===== src/rtl/uart_chan_pkg.sv =====
package uart_chan_pkg;

    localparam int DATA_W = 8;
    localparam int REG_AW = 4;

    typedef enum logic [1:0] {
        PAR_NONE = 2'b00,
        PAR_ZERO = 2'b01,
        PAR_ODD  = 2'b10,
        PAR_EVEN = 2'b11
    } par_e;

    localparam logic [REG_AW-1:0] OFS_MODE  = 4'h0;
    localparam logic [REG_AW-1:0] OFS_RBUF  = 4'h2;
    localparam logic [REG_AW-1:0] OFS_ERR   = 4'h3;
    localparam logic [REG_AW-1:0] OFS_TBUF  = 4'h4;
    localparam logic [REG_AW-1:0] OFS_TSTAT = 4'h5;
    localparam logic [REG_AW-1:0] OFS_PSEL  = 4'h6;
    localparam logic [REG_AW-1:0] OFS_DIV   = 4'h7;

    // Parity bit for the data bits actually framed
    function automatic logic parity_of(input par_e p, input logic [DATA_W-1:0] d,
                                       input logic eight);
        logic x;
        x = eight ? ^d : ^d[DATA_W-2:0];
        case (p)
            PAR_ODD:  return ~x;
            PAR_EVEN: return x;
            default:  return 1'b0;
        endcase
    endfunction

endpackage


===== src/rtl/uart_chan_tx.sv =====
module uart_chan_tx
    import uart_chan_pkg::*;
#(
    parameter int FRAME_W = 12
) (
    input  logic              clk,
    input  logic              rst_n,
    input  logic              tick,
    input  logic              en,
    input  logic              req,
    input  logic [DATA_W-1:0] data,
    input  logic              eight,
    input  logic              two_stop,
    input  par_e              par,
    output logic              take,
    output logic              busy,
    output logic              done,
    output logic              txd
);

    localparam int CNT_W = $clog2(FRAME_W + 1);

    typedef struct packed {
        logic               busy;
        logic               half;
        logic [CNT_W-1:0]   cnt;
        logic [FRAME_W-1:0] sh;
        logic               done;
    } tx_st_t;

    tx_st_t st_d, st_q;
    logic [FRAME_W-1:0] frame;
    logic [CNT_W-1:0]   nbits, len;

    always_comb begin
        nbits = eight ? CNT_W'(8) : CNT_W'(7);
        len   = CNT_W'(1) + nbits + CNT_W'(par != PAR_NONE)
              + (two_stop ? CNT_W'(2) : CNT_W'(1));
        frame    = '1;
        frame[0] = 1'b0;
        for (int i = 0; i < DATA_W; i++) begin
            if (CNT_W'(i) < nbits) frame[i+1] = data[i];
        end
        if (par != PAR_NONE) frame[nbits + CNT_W'(1)] = parity_of(par, data, eight);

        st_d      = st_q;
        st_d.done = 1'b0;
        take      = 1'b0;
        if (tick) begin
            if (!st_q.busy) begin
                if (req && en) begin
                    st_d.busy = 1'b1;
                    st_d.half = 1'b0;
                    st_d.sh   = frame;
                    st_d.cnt  = len;
                    take      = 1'b1;
                end
            end else if (!st_q.half) begin
                st_d.half = 1'b1;
            end else begin
                st_d.half = 1'b0;
                st_d.sh   = {1'b1, st_q.sh[FRAME_W-1:1]};
                st_d.cnt  = st_q.cnt - CNT_W'(1);
                if (st_q.cnt == CNT_W'(1)) begin
                    st_d.busy = 1'b0;
                    st_d.done = 1'b1;
                end
            end
        end
    end

    always_ff @(posedge clk or negedge rst_n) begin
        if (!rst_n) st_q <= '0;
        else        st_q <= st_d;
    end

    assign busy = st_q.busy;
    assign done = st_q.done;
    assign txd  = st_q.busy ? st_q.sh[0] : 1'b1;

endmodule


===== src/rtl/uart_chan_rx.sv =====
module uart_chan_rx
    import uart_chan_pkg::*;
#(
    parameter int SYNC_STAGES = 2
) (
    input  logic              clk,
    input  logic              rst_n,
    input  logic              tick,
    input  logic              en,
    input  logic              rxd,
    input  logic              eight,
    input  par_e              par,
    output logic              done,
    output logic [DATA_W-1:0] data,
    output logic              perr,
    output logic              ferr
);

    localparam int IDX_W = $clog2(DATA_W + 3);

    typedef struct packed {
        logic [SYNC_STAGES-1:0] sync;
        logic                   active;
        logic                   half;
        logic [IDX_W-1:0]       idx;
        logic [DATA_W-1:0]      data;
        logic                   par_s;
        logic                   done;
        logic                   perr;
        logic                   ferr;
    } rx_st_t;

    rx_st_t st_d, st_q;
    logic             line;
    logic [IDX_W-1:0] nbits;
    logic             has_par;
    logic             checked;

    always_comb begin
        line    = st_q.sync[SYNC_STAGES-1];
        nbits   = eight ? IDX_W'(8) : IDX_W'(7);
        has_par = (par != PAR_NONE);
        checked = (par == PAR_ODD) || (par == PAR_EVEN);

        st_d      = st_q;
        st_d.sync = {st_q.sync[SYNC_STAGES-2:0], rxd};
        st_d.done = 1'b0;
        if (!en) begin
            st_d.active = 1'b0;
        end else if (tick) begin
            if (!st_q.active) begin
                if (!line) begin
                    st_d.active = 1'b1;
                    st_d.half   = 1'b0;
                    st_d.idx    = '0;
                    st_d.data   = '0;
                end
            end else if (!st_q.half) begin
                st_d.half = 1'b1;
            end else begin
                st_d.half = 1'b0;
                st_d.idx  = st_q.idx + IDX_W'(1);
                if (st_q.idx < nbits) begin
                    st_d.data[st_q.idx[2:0]] = line;
                end else if (has_par && st_q.idx == nbits) begin
                    st_d.par_s = line;
                end else begin
                    st_d.active = 1'b0;
                    st_d.done   = 1'b1;
                    st_d.ferr   = !line;
                    st_d.perr   = checked
                                && (st_q.par_s != parity_of(par, st_q.data, eight));
                end
            end
        end
    end

    always_ff @(posedge clk or negedge rst_n) begin
        if (!rst_n) begin
            st_q      <= '0;
            st_q.sync <= '1;
        end else begin
            st_q <= st_d;
        end
    end

    assign done = st_q.done;
    assign data = st_q.data;
    assign perr = st_q.perr;
    assign ferr = st_q.ferr;

endmodule


===== src/rtl/uart_chan.sv =====
module uart_chan
    import uart_chan_pkg::*;
#(
    parameter int GUARD_TICKS = 2,
    parameter int SYNC_STAGES = 2,
    parameter int FRAME_W     = 12
) (
    input  logic              clk,
    input  logic              rst_n,
    input  logic              wr_en,
    input  logic              rd_en,
    input  logic [REG_AW-1:0] addr,
    input  logic [DATA_W-1:0] wdata,
    output logic [DATA_W-1:0] rdata,
    input  logic              brg_tick,
    output logic [DATA_W-1:0] brg_sel,
    output logic [DATA_W-1:0] brg_div,
    output logic              txd,
    input  logic              rxd,
    output logic              irq_tx,
    output logic              irq_rx,
    output logic              irq_err
);

    localparam int GUARD_W = $clog2(GUARD_TICKS + 1);

    typedef struct packed {
        logic [DATA_W-1:0]  mode;
        logic [DATA_W-1:0]  rbuf;
        logic               rfull;
        logic [2:0]         err;
        logic [DATA_W-1:0]  tbuf;
        logic               tbf;
        logic [DATA_W-1:0]  psel;
        logic [DATA_W-1:0]  div;
        logic [GUARD_W-1:0] guard;
        logic               irq_rx;
        logic               irq_err;
    } regs_t;

    regs_t st_d, st_q;

    logic              tx_en, rx_en, tx_take, tx_busy, tx_done;
    logic              rx_done, rx_perr, rx_ferr, rbuf_rd, ovr, bad;
    logic [DATA_W-1:0] rx_data;
    par_e              par;

    assign par   = par_e'(st_q.mode[4:3]);
    assign tx_en = st_q.mode[7] && st_q.mode[6] && (st_q.guard == '0);
    assign rx_en = st_q.mode[7] && st_q.mode[5] && (st_q.guard == '0);

    uart_chan_tx #(.FRAME_W(FRAME_W)) u_tx (
        .clk      (clk),
        .rst_n    (rst_n),
        .tick     (brg_tick),
        .en       (tx_en),
        .req      (st_q.tbf),
        .data     (st_q.tbuf),
        .eight    (st_q.mode[2]),
        .two_stop (st_q.mode[1]),
        .par      (par),
        .take     (tx_take),
        .busy     (tx_busy),
        .done     (tx_done),
        .txd      (txd)
    );

    uart_chan_rx #(.SYNC_STAGES(SYNC_STAGES)) u_rx (
        .clk   (clk),
        .rst_n (rst_n),
        .tick  (brg_tick),
        .en    (rx_en),
        .rxd   (rxd),
        .eight (st_q.mode[2]),
        .par   (par),
        .done  (rx_done),
        .data  (rx_data),
        .perr  (rx_perr),
        .ferr  (rx_ferr)
    );

    always_comb begin
        st_d         = st_q;
        st_d.irq_rx  = 1'b0;
        st_d.irq_err = 1'b0;
        rbuf_rd      = rd_en && (addr == OFS_RBUF);
        ovr          = st_q.rfull && !rbuf_rd;
        bad          = rx_perr || rx_ferr || ovr;

        if (brg_tick && st_q.guard != '0) st_d.guard = st_q.guard - GUARD_W'(1);
        if (tx_take)                      st_d.tbf   = 1'b0;
        if (rbuf_rd)                      st_d.rfull = 1'b0;
        if (rd_en && addr == OFS_ERR)     st_d.err   = '0;

        if (wr_en) begin
            case (addr)
                OFS_MODE: begin
                    st_d.mode  = wdata;
                    st_d.guard = GUARD_W'(GUARD_TICKS);
                end
                OFS_TBUF: begin
                    st_d.tbuf = wdata;
                    st_d.tbf  = 1'b1;
                end
                OFS_PSEL: st_d.psel = wdata;
                OFS_DIV:  st_d.div  = wdata;
                default: ;
            endcase
        end

        if (rx_done) begin
            st_d.rbuf  = rx_data;
            st_d.rfull = 1'b1;
            st_d.err   = st_d.err | {rx_perr, rx_ferr, ovr};
            if (bad && !st_q.mode[0]) st_d.irq_err = 1'b1;
            else                      st_d.irq_rx  = 1'b1;
        end
    end

    always_ff @(posedge clk or negedge rst_n) begin
        if (!rst_n) st_q <= '0;
        else        st_q <= st_d;
    end

    always_comb begin
        case (addr)
            OFS_MODE:  rdata = st_q.mode;
            OFS_RBUF:  rdata = st_q.rbuf;
            OFS_ERR:   rdata = {5'b0, st_q.err};
            OFS_TBUF:  rdata = st_q.tbuf;
            OFS_TSTAT: rdata = {6'b0, st_q.tbf, tx_busy};
            OFS_PSEL:  rdata = st_q.psel;
            OFS_DIV:   rdata = st_q.div;
            default:   rdata = '0;
        endcase
    end

    assign brg_sel = st_q.psel;
    assign brg_div = st_q.div;
    assign irq_tx  = tx_done;
    assign irq_rx  = st_q.irq_rx;
    assign irq_err = st_q.irq_err;

endmodule


===== config.mk =====
export PLATFORM = sky130hd
export DESIGN_NAME = uart_chan
export DESIGN_NICKNAME = d
export VERILOG_FILES = /design/src/rtl/uart_chan_pkg.sv /design/src/rtl/uart_chan_tx.sv /design/src/rtl/uart_chan_rx.sv /design/src/rtl/uart_chan.sv
export SDC_FILE = /design/constraint.sdc
export NUM_CORES = 1
export LEC_CHECK = 0
export BUFFER_PORTS_ARGS = -buffer_cell sky130_fd_sc_hd__buf_2
export CORE_MARGIN = 2
export CORE_UTILIZATION = 45
export CTS_BUF_LIST = sky130_fd_sc_hd__clkbuf_8 sky130_fd_sc_hd__clkbuf_16
export CTS_CLUSTER_SIZE = 30
export DETAILED_ROUTE_END_ITERATION = 8
export GPL_TIMING_DRIVEN = 0
export PLACE_DENSITY_LB_ADDON = 0.2
export SYNTH_ARGS = -nofsm -noshare
export SYNTH_HDL_FRONTEND = slang
export SYNTH_SLANG_ARGS = --single-unit
export TNS_END_PERCENT = 50

===== constraint.sdc =====
create_clock -name clk -period 2.6 [get_ports clk]
set_input_delay 0 -clock clk [delete_from_list [all_inputs] [get_ports clk]]
set_output_delay 0 -clock clk [all_outputs]
set_load 0.02 [all_outputs]

==> impl_results.md, run 1 <==
- Number of diodes: 0
- IO Pins: 46
- YS warnings: 0
- Register area share after synthesis: 0.469
- DP Wirelength: 7.86 mm
- HP Class: primary input to flip-flop
- CTS Buf Count: 9
- Power Density: 762 nW/um2
- Max frequency: 415 MHz
- DRT antenna net count: 0
- Compound-gate portion of the synthesized area: 0.166
- Commonest non-fill, non-tap cell in the layout: dfrtp_1
- Number of fill cells: 915
- Mapped Area: 4700 um2
- Placer Congestion: 0.883
- Row count: 37
- Initial antenna violation count: 0
- Die area: 11300 um2
- Pre-Repair DR Iteration Count: 6
- # resized after CTS: 0
- Period minus WS final: 2.41 ns
- Fraction of registers with async set or reset after synthesis: 1.00
- Final setup viols: 0
- Leak Pwr: 0.00245 uW
- Grt total ovfl: 0
- Syn Area/Cell: 11.5 um2
- Worst-margin pin slew: 0.876 ns
- Outcome: finished clean
- CTS tree: yes
- Vias/cell: 5.62
- Post-synth top flop: dfrtp_1
- Setup tns final: 0 ns
- Max rail drop VDD: 0.342 mV
- IO buf count: 40
- Synthesis-stage register bit count: 88
- Slew Viols, Final: 0
- # clock sinks: 88
- Simple logic cell fraction of the synthesized area: 0.118
- Routed wire length: 10.8 mm
- Adder-cell share of the synthesized area: 0.0282
- Clk pin slew, worst setup/hold paths: 0.10 ns
- Final Hold Vio Count: 0
- RSZ-0062 raised after global routing: no
- Post-Syn Instances: 408
- Root Driver: clkbuf_8
- Die Span Y: 106 um
- CP Launch Type: flip-flop
- CTS Hold Bufs: 11
- Final worst slack: 0.190 ns
- Most frequent cells in the layout: 86 x dfrtp_1, 44 x buf_2, 43 x mux2_2
- Max H-tree Level: 3
- Max cap viols: 0
- Share of cells above drive strength 1: 0.307
- Core area: 10200 um2
- Pre-CTS WS: 0.231 ns
- Starting density of the core: 0.459
- Crit path DAT: 2.66 ns
- Slew margin rel.: 0.411
- Crit path max-delay cell type: dfrtp_1
- GRT Util Overall: 0.204
- Largest net degree at the start of global routing: 71
- Post-synth EDFFs: 0
- Iter 0 DRT Violations: 230
- Worst Skew: 0.0143 ns
- Number of global-route vias before repair: 3448
- Slowest stage delay, CP: 0.64 ns
- Area growth syn-to-layout: 15.7%
- Latest clock arrival within the worst-skew pair: 0.36 ns
- DR DRC count: 0
- Final nets: 499
- Crit-path max FO: 10
- Proportion of synthesized area in mux cells: 0.120
- Largest family of logic cells by synthesized area: compound AO/OA/AOI/OAI gates
- CP Capture Type: flip-flop
- Crit-path cells: inv_1 -> ha_1 -> nand4b_1 -> o211a_1 -> nor3_1 -> mux2_2
- Required time of the critical path: 2.85 ns
- First-pass GRT wire length: 17.9 mm
- Synthesized Nets: 436
- Yosys cell types: 68
- WL per Instance: 17.6 um
- Synth Area in XOR/XNOR: 0.0357
- Tcrit/Tclk final: 0.927
- Vias: 3441
- Die width: 106 um
- Post-CTS setup buffers: 0
- Setup CP Type: flip-flop to flip-flop
- Max Root-Sink Buffers: 2
[logic make-up after synthesis]
group | Yosys count
compound gates | 95
simple gates | 94
flops | 88
buf+inv | 54
mux | 51
xor+xnor | 16
fa+ha+maj | 10
[synthesized netlist by cell type (9+ instances only)]
cell type  instances  share of area
nor2_1            10         0.0080
a22o_1            23          0.043
buf_4             20          0.032
xnor2_1           13          0.024
nand3_1           10          0.011
nand2_1           23          0.018
a22oi_1            9          0.014
inv_1             18          0.014
ha_1               9          0.024
a21oi_1            9         0.0096
dfrtp_1           86           0.46
mux2_2            43           0.10
o21ai_0           17          0.018
[flip-flops by register name, summed over array words and instances, names as in the netlist]
name and count:
brg_div 8, brg_sel 8, irq_err 1, irq_rx 1
par 2, st_q 29, u_rx.data 8, u_rx.done 1
u_rx.ferr 1, u_rx.line 1, u_rx.perr 1, u_rx.st_d 1
u_rx.st_q 7, u_tx.busy 1, u_tx.done 1, u_tx.st_q 17
[metal layers]
| metal | routed length (um) | GRT usage |
|---|---|---|
| met3 | 716 | 0.0307 |
| met2 | 4730 | 0.304 |
| met5 | 0 | 0 |
| met1 | 5140 | 0.301 |
| met4 | 213 | 0.0771 |
[final timing paths]
path,start,to,slack (ns),cells after the start
hold reg to reg,u_rx.st_d[19]$_DFF_PN1_,u_rx.line$_DFF_PN1_,0.36,0
min in group asynchronous,rst_n,u_rx.data[2]$_DFFE_PN0P_,0.09,2
max in group asynchronous,rst_n,st_q[35]$_DFFE_PN0P_,1.90,3
setup / recovery,st_q[43]$_DFFE_PN0P_,u_rx.st_q[3]$_DFFE_PN0P_,0.19,6
setup reg to reg,st_q[43]$_DFFE_PN0P_,u_rx.st_q[3]$_DFFE_PN0P_,0.19,6
hold / removal,rd_en,st_q[32]$_DFFE_PN0P_,0.03,4
[power breakdown]
group / switching, uW / total (uW) / internal, uW
logic: 574 / 1180 / 602
registers: 255 / 1890 / 1630
clock network: 525 / 1080 / 553
total: 1350 / 4140 / 2790
[worst max-delay path, delay by kind of cell, from the launching register on]
| kind | cells | cell delay [ns] |
|---|---|---|
| flops | 1 | 0.64 |
| simple gates | 2 | 0.45 |
| mux | 1 | 0.37 |
| fa+ha+maj | 1 | 0.36 |
| compound gates | 1 | 0.25 |
| buf+inv | 1 | 0.22 |
[stage by stage]
step	total power [uW]	utilization	hold WS [ns]	instances	area, um2
after floorplan	2730	-	-0.296	408	4700
after global placement	3040	0.495	0.104	584	5070
after detailed placement	3080	0.498	-0.0973	585	5100
after CTS	4150	0.531	0.0370	612	5430
after global routing	4370	0.531	0.0446	612	5430
final	4140	0.531	0.0342	612	5430
[layout make-up]
class / count / area [um2] / area share
plain buffers: 36 / 224 / 0.0412
clock inverters: 7 / 101 / 0.0187
inverters: 18 / 67.6 / 0.0124
well taps: 136 / 170 / 0.0313
clock buffers: 9 / 124 / 0.0228
multi-input cells: 266 / 2200 / 0.405
repair buffers: 52 / 340 / 0.0626
flip-flops and latches: 88 / 2200 / 0.406
(Power assumes the default switching activity.)
==> inputs of run 2 (changes only) <==
--- a/config.mk
+++ b/config.mk
@@ -7,7 +7,7 @@
 export LEC_CHECK = 0
 export BUFFER_PORTS_ARGS = -buffer_cell sky130_fd_sc_hd__buf_2
 export CORE_MARGIN = 2
-export CORE_UTILIZATION = 45
+export CORE_UTILIZATION = 55
 export CTS_BUF_LIST = sky130_fd_sc_hd__clkbuf_8 sky130_fd_sc_hd__clkbuf_16
 export CTS_CLUSTER_SIZE = 30
 export DETAILED_ROUTE_END_ITERATION = 8
==> run 2 against run 1 <==
Against the previous run:
- sequential share of layout area up 0.38 points
- total power shrank 0.87%
- via count is 0.41% lower
- setup slack got worse by 0.046 ns
- first-iteration DRC count rose by 6.1%
- largest cell class unchanged
- non-clock buffer count is the same
- clock power fell by 5%
- clock skew barely moved
- cell count shrank 5.1%
==> impl_results.md, run 2 (synthesis gave the netlist of run 1 again) <==
- Outcome: finished clean
- Area growth syn-to-layout: 14.6%
- Internal power: 2770 uW (-0.57%)
- Worst-margin pin slew: 0.826 ns (-0.0497 ns)
- Max frequency: 407 MHz (-1.9%)
- Vias/cell: 5.90 (+4.9%)
- Clk pwr share: 0.250 (-0.010)
- Number of diodes: 0 (unchanged)
- WL per Instance: 18.1 um (+2.8%)
- Tcrit/Tclk final: 0.944 (+0.0176)
- Commonest non-fill, non-tap cell in the layout: dfrtp_1
- Core area: 8260 um2 (-19%)
- RSZ-0062 raised after global routing: no
- Largest register FFs: 29 (unchanged)
- DRT antenna net count: 0 (unchanged)
- Latest clock arrival within the worst-skew pair: 0.36 ns (about the same)
- Number of global-route vias before repair: 3475 (+0.78%)
- Crit-path max FO: 10 (unchanged)
- Largest net degree at the start of global routing: 54 (-24%)
- # clock sinks: 88 (unchanged)
- Period minus WS final: 2.46 ns (+0.0457 ns)
- CP Capture Type: flip-flop
- Required time of the critical path: 2.84 ns (about the same)
- Design Area, Final: 5380 um2 (-0.92%)
- Slowest stage delay, CP: 0.62 ns (-0.02 ns)
- Largest regs: st_q (29), u_tx.st_q (17)
- Hold EP: st_q[32]$_DFFE_PN0P_
- Share of cells above drive strength 1: 0.303 (-0.00420)
- Pre-CTS WS: 0.192 ns (-0.0386 ns)
- First-pass GRT wire length: 17.3 mm (-3.0%)
- CTS tree: yes
- Final worst slack: 0.144 ns (-0.0457 ns)
- Clk pin slew, worst setup/hold paths: 0.09 ns (about the same)
- Flip-flop and latch area: 2200 um2 (unchanged)
- Combinational power share: 0.289 (+0.005)
- Vias: 3427 (-0.41%)
- Leak Pwr: 0.00246 uW (+0.15%)
- CP Launch Type: flip-flop
- DP Wirelength: 7.55 mm (-3.9%)
- Largest register by flop count: st_q
- Crit path DAT: 2.70 ns (+0.04 ns)
- Final nets: 499 (unchanged)
- Die width: 96.4 um (-9.2%)
- Hold path depth: 4 (unchanged)
- Net switching fraction of the power: 0.325 (-0.00206)
- Grt total ovfl: 0 (unchanged)
- Root Driver: clkbuf_8
- Max cap viols: 0 (unchanged)
- Placed Instance Area: 5060 um2 (-0.76%)
- GRT Util Overall: 0.247 (+0.0431)
- Crit-path cells: inv_1 -> ha_1 -> nand4b_1 -> o211a_1 -> nor3_2 -> mux2_2
- Number of fill cells: 660 (-28%)
- Pre-Repair DR Iteration Count: 4 (-2)
- Routed wire length: 10.5 mm (-2.4%)
- FF-to-FF End: u_rx.ferr$_DFFE_PN0P_
- Die Span Y: 96.4 um (-9.2%)
- Slew Viols, Final: 0 (unchanged)
- Max Root-Sink Buffers: 2 (unchanged)
- Worst reg2reg setup slack: 0.14 ns (-0.05 ns)
- Hold Crit Start: rd_en
- IO Pins: 46 (unchanged)
- Setup tns final: 0 ns (unchanged)
- Iter 0 DRT Violations: 244 (+6.1%)
- Setup CP Type: flip-flop to flip-flop
- CP top delay family: flip-flops
- Flop pwr share: 0.461 (+0.005)
- Critical R2R Launch: st_q[43]$_DFFE_PN0P_
- Final setup viols: 0 (unchanged)
- Placer Congestion: 0.856 (-3.0%)
- Power Density: 762 nW/um2 (about the same)
- Row count: 33 (-11%)
- Max rail drop VDD: 0.483 mV (+41%)
- FF-to-FF path depth: 6 (unchanged)
- Critical path buffers and inverters: 1 (unchanged)
- Post-CTS setup buffers: 0 (unchanged)
- Die area: 9290 um2 (-18%)
- Slew margin rel.: 0.445 (+0.0334)
- Final Hold Vio Count: 0 (unchanged)
- Worst Skew: 0.0142 ns (-0.0000202 ns)
- CTS Buf Count: 9 (unchanged)
- Most frequent cells in the layout: 86 x dfrtp_1, 44 x buf_2, 43 x mux2_2
- Crit path max-delay cell type: dfrtp_1
- DR DRC count: 0 (unchanged)
- Starting density of the core: 0.569 (+0.110)
- Total power: 4100 uW (-0.87%)
- Initial antenna violation count: 0 (unchanged)
- HP Class: primary input to flip-flop
- Max H-tree Level: 3 (unchanged)
- Multi-input logic area: 2200 um2 (unchanged)
- IO buf count: 40 (unchanged)
- Net Sw Power: 1330 uW (-1.5%)
-- run 2: per-stage QoR --
stage / hold WS (ns) / util / cells
6_report: 0.0171 / 0.652 / 581
2_1_floorplan: -0.296 / - / 408
3_5_place_dp: -0.00405 / 0.613 / 554
5_1_grt: 0.0379 / 0.652 / 581
3_3_place_gp: 0.107 / 0.609 / 553
4_1_cts: 0.0117 / 0.652 / 581
-- run 2: power groups by stage --
stage	clock network [uW]	registers [uW]	logic, uW
5_1_grt	1110	1930	1300
3_5_place_dp	0	1920	1170
4_1_cts	1050	1890	1190
3_3_place_gp	0	1900	1130
6_report	1030	1890	1180
2_1_floorplan	0	1820	917
-- run 2: worst reg2reg max path, stage by stage, from the launching register on --
cell	delay, ns
dfrtp_1	0.62
inv_1	0.24
ha_1	0.37
nand4b_1	0.17
o211a_1	0.26
nor3_2	0.30
mux2_2	0.38
-- run 2: area by class of cell --
cell class | instances | share of cell area
plain buffers | 36 | 0.0416
clock buffers | 9 | 0.0230
clock inverters | 7 | 0.0167
inverters | 18 | 0.0126
multi-input cells | 266 | 0.409
flip-flops and latches | 88 | 0.410
well taps | 105 | 0.0244
repair buffers | 52 | 0.0632
-- run 2: timing repair --
| action | CTS | global route |
|---|---|---|
| resized for setup | 0 | 0 |
| hold endpoints to repair | 70 | 0 |
| hold buffers | 11 | 0 |
-- run 2: how the worst max path moves through the flow --
stage	start	to	cells past startpoint	slack (ns)
after detailed placement	st_q[43]$_DFFE_PN0P_	u_rx.ferr$_DFFE_PN0P_	6	0.19
after CTS	st_q[43]$_DFFE_PN0P_	u_rx.ferr$_DFFE_PN0P_	6	0.17
after global routing	st_q[43]$_DFFE_PN0P_	u_rx.st_q[3]$_DFFE_PN0P_	6	0.008
final	st_q[43]$_DFFE_PN0P_	u_rx.ferr$_DFFE_PN0P_	6	0.14
after floorplan	u_rx.st_q[12]$_DFFE_PN0P_	u_rx.st_q[3]$_DFFE_PN0P_	7	0.62
after global placement	st_q[43]$_DFFE_PN0P_	u_rx.ferr$_DFFE_PN0P_	6	0.28
-- run 2: per-layer routing --
layer  share of wire  vias up  global-route usage  routed length (um)
met5               0        -                   0                   0
met4           0.012        0              0.0751                 127
met3           0.053       10              0.0442                 562
met2            0.48       85               0.394                5070
met1            0.45     1720               0.348                4790
li1                -     1612                   -                   -
